--- config.mk ---
export PLATFORM = sky130hd
export DESIGN_NAME = lockout_debouncer
export DESIGN_NICKNAME = d
export VERILOG_FILES = /design/src/rtl/lockout_debouncer_pkg.sv /design/src/rtl/dbn_sync.sv /design/src/rtl/dbn_edge.sv /design/src/rtl/dbn_holdoff.sv /design/src/rtl/lockout_debouncer.sv
export SDC_FILE = /design/constraint.sdc
export NUM_CORES = 1
export LEC_CHECK = 0
export ABC_CLOCK_PERIOD_IN_PS = 1660
export CAP_MARGIN = 0
export CORE_UTILIZATION = 36
export DETAILED_ROUTE_END_ITERATION = 8
export SYNTH_ARGS = -nofsm -noshare
export SYNTH_HDL_FRONTEND = slang
export SYNTH_SLANG_ARGS = --single-unit
--- constraint.sdc ---
create_clock -name clk -period 1.66 [get_ports clk]
set_clock_uncertainty 0.1 [all_clocks]
set_input_delay 0.415 -clock clk [delete_from_list [all_inputs] [get_ports clk]]
set_output_delay 0.415 -clock clk [all_outputs]
set_load 0.01 [all_outputs]
--- src/rtl/lockout_debouncer_pkg.sv ---
package lockout_debouncer_pkg;

  // Gray-ordered phases; bit 0 equals the driven output level.
  typedef enum logic [1:0] {
    PH_WAIT_RISE = 2'b00,
    PH_HOLD_HIGH = 2'b01,
    PH_WAIT_FALL = 2'b11,
    PH_HOLD_LOW  = 2'b10
  } phase_t;

  function automatic logic phase_is_hold(phase_t p);
    return (p == PH_HOLD_HIGH) || (p == PH_HOLD_LOW);
  endfunction

endpackage

--- src/rtl/dbn_sync.sv ---
module dbn_sync #(
  parameter int STAGES = 2
) (
  input  logic clk,
  input  logic rst,
  input  logic async_in,
  output logic sync_out
);
  logic [STAGES-1:0] chain;

  genvar gi;
  generate
    for (gi = 0; gi < STAGES; gi++) begin : g_stage
      if (gi == 0) begin : g_first
        always_ff @(posedge clk) begin
          if (rst) chain[0] <= 1'b0;
          else     chain[0] <= async_in;
        end
      end else begin : g_next
        always_ff @(posedge clk) begin
          if (rst) chain[gi] <= 1'b0;
          else     chain[gi] <= chain[gi-1];
        end
      end
    end
  endgenerate

  assign sync_out = chain[STAGES-1];
endmodule

--- src/rtl/dbn_edge.sv ---
module dbn_edge (
  input  logic clk,
  input  logic rst,
  input  logic sig,
  output logic went_up,
  output logic went_down
);
  logic sig_q;

  always_ff @(posedge clk) begin
    if (rst) sig_q <= 1'b0;
    else     sig_q <= sig;
  end

  assign went_up   = sig & ~sig_q;
  assign went_down = ~sig & sig_q;

  // an edge reported now means the level moved since last cycle
  edge_move_chk: assert property (@(posedge clk) disable iff (rst)
    (went_up || went_down) |=> (sig_q != $past(sig_q)));
endmodule

--- src/rtl/dbn_holdoff.sv ---
module dbn_holdoff #(
  parameter int CW = 5
) (
  input  logic          clk,
  input  logic          rst,
  input  logic          load,
  input  logic [CW-1:0] load_val,
  output logic          busy,
  output logic          last
);
  logic [CW-1:0] cnt;

  always_ff @(posedge clk) begin
    if (rst)              cnt <= '0;
    else if (load)        cnt <= load_val;
    else if (cnt != '0)   cnt <= cnt - 1'b1;
  end

  assign busy = (cnt != '0);
  assign last = (cnt == CW'(1));

  // a started holdoff always has a nonzero length
  load_len_chk: assert property (@(posedge clk) disable iff (rst)
    load |-> (load_val != '0));

  // without a new load the count only goes down by one, never restarts
  no_retrigger_chk: assert property (@(posedge clk) disable iff (rst)
    (!load && busy) |=> (cnt == $past(cnt) - 1'b1));
endmodule

--- src/rtl/lockout_debouncer.sv ---
module lockout_debouncer
  import lockout_debouncer_pkg::*;
#(
  parameter int RISE_HOLD   = 16,
  parameter int FALL_HOLD   = 16,
  parameter int SYNC_STAGES = 2
) (
  input  logic clk,
  input  logic rst,
  input  logic noisy_in,
  output logic level_out,
  output logic rise_pulse,
  output logic fall_pulse
);
  localparam int MAX_HOLD = (RISE_HOLD > FALL_HOLD) ? RISE_HOLD : FALL_HOLD;
  localparam int CW       = $clog2(MAX_HOLD + 1);

  logic          sig_lvl, sig_up, sig_down;
  logic          hold_busy, hold_last;
  logic          go_up, go_down, hold_load;
  logic [CW-1:0] hold_val;
  phase_t        ph, ph_n;

  dbn_sync #(.STAGES(SYNC_STAGES)) u_sync (
    .clk(clk), .rst(rst), .async_in(noisy_in), .sync_out(sig_lvl));

  dbn_edge u_edge (
    .clk(clk), .rst(rst), .sig(sig_lvl),
    .went_up(sig_up), .went_down(sig_down));

  dbn_holdoff #(.CW(CW)) u_hold (
    .clk(clk), .rst(rst), .load(hold_load), .load_val(hold_val),
    .busy(hold_busy), .last(hold_last));

  always_comb begin
    ph_n    = ph;
    go_up   = 1'b0;
    go_down = 1'b0;
    unique case (ph)
      PH_WAIT_RISE: if (sig_up) go_up = 1'b1;
      PH_HOLD_HIGH: if (hold_last) begin
                      if (!sig_lvl) go_down = 1'b1;
                      else          ph_n    = PH_WAIT_FALL;
                    end
      PH_WAIT_FALL: if (sig_down) go_down = 1'b1;
      PH_HOLD_LOW:  if (hold_last) begin
                      if (sig_lvl) go_up = 1'b1;
                      else         ph_n  = PH_WAIT_RISE;
                    end
      default:      ph_n = PH_WAIT_RISE;
    endcase
    if (go_up)   ph_n = PH_HOLD_HIGH;
    if (go_down) ph_n = PH_HOLD_LOW;
  end

  assign hold_load = go_up | go_down;
  assign hold_val  = go_up ? CW'(RISE_HOLD) : CW'(FALL_HOLD);

  always_ff @(posedge clk) begin
    if (rst) begin
      ph         <= PH_WAIT_RISE;
      rise_pulse <= 1'b0;
      fall_pulse <= 1'b0;
    end else begin
      ph         <= ph_n;
      rise_pulse <= go_up;
      fall_pulse <= go_down;
    end
  end

  assign level_out = ph[0];


  strobe_excl_chk: assert property (@(posedge clk) disable iff (rst)
    !(rise_pulse && fall_pulse));

  rise_match_chk: assert property (@(posedge clk) disable iff (rst)
    rise_pulse |-> (level_out && !$past(level_out)));

  fall_match_chk: assert property (@(posedge clk) disable iff (rst)
    fall_pulse |-> (!level_out && $past(level_out)));

  change_strobe_chk: assert property (@(posedge clk) disable iff (rst)
    (level_out != $past(level_out)) |-> (rise_pulse || fall_pulse));

  hold_timer_chk: assert property (@(posedge clk) disable iff (rst)
    phase_is_hold(ph) == hold_busy);

  order_rise_chk: assert property (@(posedge clk) disable iff (rst)
    (ph == PH_WAIT_RISE) |=> (ph == PH_WAIT_RISE || ph == PH_HOLD_HIGH));

  order_fall_chk: assert property (@(posedge clk) disable iff (rst)
    (ph == PH_WAIT_FALL) |=> (ph == PH_WAIT_FALL || ph == PH_HOLD_LOW));

  hold_keep_chk: assert property (@(posedge clk) disable iff (rst)
    (phase_is_hold(ph) && !hold_last) |=> (ph == $past(ph)));
endmodule

==> results of run 1 <==
per-stage QoR:
stage               TNS (ns)  power (mW)
floorplan                  0       0.770
global placement    -0.00975       0.913
detailed placement   -0.0552       0.916
CTS                  -0.0391        1.16
global route         -0.0726        1.33
finish                     0        1.23
registers in the layout, summed over array words and instances (netlist names):
signal,cells
u_sync.sync_out,1
u_edge.sig_q,1
ph,2
u_sync.chain,1
rise_pulse,1
fall_pulse,1
u_hold.cnt,5
cells in the mapped netlist (all sizes together) (2+ instances only):
cell | count | area share
dfxtp | 12 | 0.35
nand2 | 2 | 0.015
inv | 8 | 0.044
a2111oi | 2 | 0.035
xnor2 | 2 | 0.025
ha | 7 | 0.13
o21bai | 2 | 0.022
a211oi | 2 | 0.022
clkbuf | 3 | 0.016
nor2 | 6 | 0.033
a21oi | 5 | 0.036
nor3 | 4 | 0.029
nor3b | 2 | 0.022
nor2b | 5 | 0.045
per-layer routing:
layer | vias up | GRT usage | part of all wire
li1 | 298 | - | -
met1 | 266 | 0.222 | 0.47
met2 | 12 | 0.240 | 0.48
met3 | 2 | 0.0357 | 0.035
met4 | 0 | 0.0706 | 0.0082
met5 | - | 0 | 0
kinds of logic (layout without fill, tap and decap cells):
kind of cell | Yosys count | count (layout)
xor gates and xnor gates | 2 | 2
muxes | 1 | 1
buffers and inverters | 11 | 27
adders and majority gates | 7 | 7
DFF | 12 | 12
and+or+nand+nor | 25 | 25
AOI/OAI and AO/OA | 18 | 18
worst paths after layout:
kind,startpoint,end,slack (ns),cells after the start
setup reg to reg,u_hold.cnt[1],ph[1],0.04,7
setup / recovery,u_hold.cnt[1],ph[1],0.04,7
hold reg to reg,u_sync.chain[0],u_sync.sync_out,0.35,1
hold / removal,u_sync.chain[0],u_sync.sync_out,0.35,1
what timing repair did:
item	4_1_cts	5_1_grt
setup endpoints to repair	5	8
pin swaps	2	2
gates cloned	0	0
gates resized for setup	5	20
power by group through the flow:
stage	combinational, mW	sequential (mW)	clock [mW]
after CTS	0.504	0.416	0.241
final	0.570	0.426	0.237
after floorplan	0.366	0.404	0
after detailed placement	0.493	0.423	0
after global routing	0.636	0.438	0.259
after global placement	0.493	0.419	0
area by class of cell:
class | count | area (µm²) | area share
clock buffer | 4 | 36.3 | 0.0369
multi-input combinational | 53 | 509 | 0.518
tap | 25 | 31.3 | 0.0318
sequential | 12 | 245 | 0.250
timing repair buffer | 15 | 130 | 0.132
inverter | 8 | 30.0 | 0.0306
worst max-delay path: cells and delay by family, from the launching register on:
kind | cells | cell delay (ns)
AOI/OAI and AO/OA | 2 | 0.51
adders and majority gates | 1 | 0.11
buffers and inverters | 2 | 0.24
DFF | 1 | 0.32
and+or+nand+nor | 2 | 0.28
==> impl_metrics.yaml, run 1 <==
layout:
  nNetsFinal: 103
  utilization: 0.557
  layout_common_cells: "buf_4, dfxtp_1, inv_1, nor2_1, a21oi_1"
  layout.cells.non_filler: 117
  final_common_cell: "buf_4"
  syn2layout_area_growth_pct: 42.7
  fin_area_um2: 982
  drive_gt1_frac: 0.424
  diodes: 0
  num-fill-cells: 174
synthesis:
  yosys-mux-area-fraction: 0.0145
  async_flop_share: 0
  ys_warn_count: 0
  synth_top_family_by_area: "simple AND/OR/NAND/NOR gates"
  synth-simple-area-share: 0.225
  synthAdderAreaFrac: 0.127
  ys_ff_latch: 12
  netlist_area_um2: 688
  synth_seq_area_share: 0.349
  synth_nets: 86
  synth_enable_flop_cells: 0
  synthCells: 76
  syn_area_per_cell_um2: 9.05
  ys_types: 30
  synth-main-ff-cell: "dfxtp_1"
  synth_compound_area_frac: 0.198
  synth_xor_area_frac: 0.0255
worst_setup_path:
  worst-setup-path-type: "reg2reg"
  cp-start-kind: "register"
  crit_path_max_incr_delay_ns: 0.37
  crit_path_end_kind: "register"
  worstPathCellList: "inv_2 > ha_4 > nor4b_4 > buf_6 > nand2_2 > a2111oi_4 > a211o_1"
  critPathSlowestCell: "a2111oi_4"
  arrival_ns: 1.74
  cp.required_ns: 1.78
  path_max_fanout: 8
min_path:
  hold_class: "reg2reg"
route:
  route.vias.total: 578
  ant_nets: 0
  drt-initial-drc-count: 12
  wl_um: 1470
  wl_per_cell_um: 12.6
  routed_via_density: 4.94
  dr.pass1.iters: 4
  drc: 0
placement:
  hpwl_um: 1030
  port-buffer-count: 5
  dp.cells: 113
  place_congestion: 0.926
  place_area_um2: 843
  place_ws_ns: -0.0218
timing:
  fin_crit_sh: 0.976
  finalSetupViolations: 0
  fin_ws_ns: 0.0399
  maxSlewViolCount: 0
  max_slew_margin: 0.718
  whs_ns: 0.347
  period_needed_ns: 1.62
  hold_viol: 0
  fmax_mhz: 617
  worstMarginPinSlew_ns: 0.423
  rsz0062_at_grt: "yes"
flow_run:
  cap_violations: 0
die:
  die-area_mm2: 0.00209
  rows: 15
  die_x_um: 45.7
  core_mm2: 0.00176
  initial_core_util: 0.390
  fp.dieH_um: 45.7
  ios: 6
clock_tree:
  cts_root_buffer: "clkbuf_4"
  cts_htree_levels: 1
  clock_sinks: 12
  cts_setup_buffers: 0
  clock_latency_ns: 0.27
  tritoncts: "built"
  cts_buffer_depth: 2
  cts_inserted_buffers: 3
  clk_pin_slew_worst_paths_ns: 0.09
  cts_hold_buf: 0
power:
  switchingPower_mw: 0.456
  internal_power_mw: 0.777
  pwr-share-seq: 0.346
  leakagePower_nw: 0.392
  p_comb_frac: 0.462
  powerDensity_mw_per_mm2: 1260
  power_frac_clock: 0.192
  swShare: 0.370
  irDropWorstVdd_uv: 766
global_route:
  grt_usage: 0.161
  grt-ovfl-total: 0
  grt_max_degree: 11
  antenna_found_initial: 0
  grt_pass1_wl_um: 2390
  grt_pass1_vias: 536
status:
  outcome: "finished clean"
Note: power is estimated with default switching activity, not from simulation.
==> run 2, diff against run 1 <==
- ABC_CLOCK_PERIOD_IN_PS: 1660 -> 1700
- clock period: 1.66 -> 1.7 ns (I/O delays scaled with it)
==> run 2 against run 1 <==
Against the previous run:
- hold slack improved by 0.0095 ns
- first-iteration DRC count fell by 25%
- largest cell class unchanged
- the flow now finishes with violations (setup timing)
- global-route usage rose by 0.52 points
- non-clock buffer count rose by 9
- critical endpoint unchanged
- critical path type unchanged
- combinational power rose by 7.2%
- power rose by 1.3%
==> impl_metrics.yaml, run 2 (synthesis results as in run 1) <==
power:
  leakagePower_nw: 0.429
  irDropWorstVdd_uv: 593
  switchingPower_mw: 0.449
  swShare: 0.359
  pwr-share-seq: 0.322
  finalPower_mw: 1.25
  p_comb_frac: 0.489
  powerDensity_mw_per_mm2: 1240
  internal_power_mw: 0.800
  power_frac_clock: 0.189
timing:
  fmax_mhz: 567
  fin_ws_ns: -0.0640
  hold_viol: 0
  finalSetupViolations: 1
  whs_ns: 0.356
  rsz0062_at_grt: "yes"
  maxSlewViolCount: 0
  max_slew_margin: 0.724
  fin_crit_sh: 1.04
  worstMarginPinSlew_ns: 0.413
  period_needed_ns: 1.76
die:
  ios: 6
  fp.dieH_um: 45.7
  core_mm2: 0.00176
  rows: 15
  die_x_um: 45.7
  die-area_mm2: 0.00209
  initial_core_util: 0.390
status:
  outcome: "complete, but fails checks"
  violations: "setup timing"
layout:
  reg_top3: "u_hold.cnt (5), ph (2)"
  nNetsFinal: 112
  final_common_cell: "buf_4"
  layout_common_cells: "buf_4, dfxtp_1, inv_1, nor2_1"
  diodes: 0
  syn2layout_area_growth_pct: 46.2
  drive_gt1_frac: 0.406
  regMostFlops: "u_hold.cnt"
  largest_register_ffs: 5
clock_tree:
  cts_htree_levels: 1
  cts_root_buffer: "clkbuf_4"
  cts_buffer_depth: 2
  clock_latency_ns: 0.28
  clock_sinks: 12
  tritoncts: "built"
  cts_hold_buf: 0
  cts_inserted_buffers: 3
  clk_pin_slew_worst_paths_ns: 0.09
min_path:
  hold_class: "reg2reg"
  hold-path-cell-count: 1
route:
  wl_um: 1530
  drt-initial-drc-count: 9
  drc: 0
  routed_via_density: 4.94
  route.vias.total: 622
  dr.pass1.iters: 5
  wl_per_cell_um: 12.2
  ant_nets: 0
worst_setup_path:
  cp.required_ns: 1.77
  crit_path_end_kind: "register"
  reg2regPathDepth: 7
  arrival_ns: 1.83
  worst-setup-path-type: "reg2reg"
  path_max_fanout: 5
  cp-start-kind: "register"
global_route:
  grt_pass1_wl_um: 2440
  grt_usage: 0.167
  antenna_found_initial: 0
  grt_pass1_vias: 586
  grt-ovfl-total: 0
  grt_max_degree: 11
flow_run:
  cap_violations: 0
placement:
  port-buffer-count: 5
  hpwl_um: 1090
  place_congestion: 0.824
run 2: changes by cell type in the layout (fill, tap and decap cells not counted), sizes merged:
cell	change
buf	+9
clkdlybuf4s50	+1
dlymetal6s2s	-1
run 2: critical path, stage by stage, from the launching register on:
cell,delay [ns]
dfxtp_2,0.33
inv_2,0.06
ha_4,0.12
nor4b_4,0.30
buf_4,0.22
nand2_4,0.06
a21o_2,0.22
a211o_1,0.24
run 2: layer usage:
metal,track usage,vias to the layer above,part of all wire
li1,-,315,-
met1,0.199,295,0.46
met2,0.277,10,0.51
met3,0.0357,2,0.027
met4,0.0882,0,0.0085
met5,0,-,0
run 2: path summary, 6_finish.rpt:
| path | from | endpoint | slack [ns] |
|---|---|---|---|
| min reg2reg | u_sync.chain[0] | u_sync.sync_out | 0.36 |
| max reg2reg | u_hold.cnt[1] | ph[1] | -0.06 |
| min | u_sync.chain[0] | u_sync.sync_out | 0.36 |
| max | u_hold.cnt[1] | ph[1] | -0.06 |
run 2: layout make-up:
cell class              count  area, µm²
multi-input cells          53        473
repair buffers             24        191
fillers                   159        758
well taps                  25       31.3
clock buffers               4       36.3
flip-flops and latches     12        244
inverters                   8       30.0
run 2: power groups by stage:
stage	Combinational, mW	Clock (mW)	Sequential (mW)
after floorplan	0.356	0	0.393
after global placement	0.513	0	0.396
final	0.611	0.236	0.402
after global routing	0.670	0.247	0.411
after detailed placement	0.519	0	0.400
after CTS	0.548	0.240	0.403
run 2: repair_timing:
item,in CTS,in global routing
resized for setup,7,8
setup buffers,1,2
cloned,0,0
pin swaps,0,4
setup endpoints to repair,4,7
run 2: stage by stage:
stage          instances  setup slack (ns)  setup TNS (ns)  instance area [µm²]   util
2_1_floorplan         76            0.0392               0                  694      -
3_3_place_gp         119           -0.0828         -0.0828                  885  0.501
3_5_place_dp         119           -0.0645         -0.0645                  885  0.501
4_1_cts              124           -0.0494         -0.0494                  947  0.537
5_1_grt              126            -0.115          -0.234                 1010  0.570
6_report             126           -0.0640         -0.0640                 1010  0.570
==> run 3, diff against run 2 <==
- GPL_ROUTABILITY_DRIVEN: unset -> 0
==> results of run 3 <==
The final DEF is identical to that of run 2; final timing and power are the same.
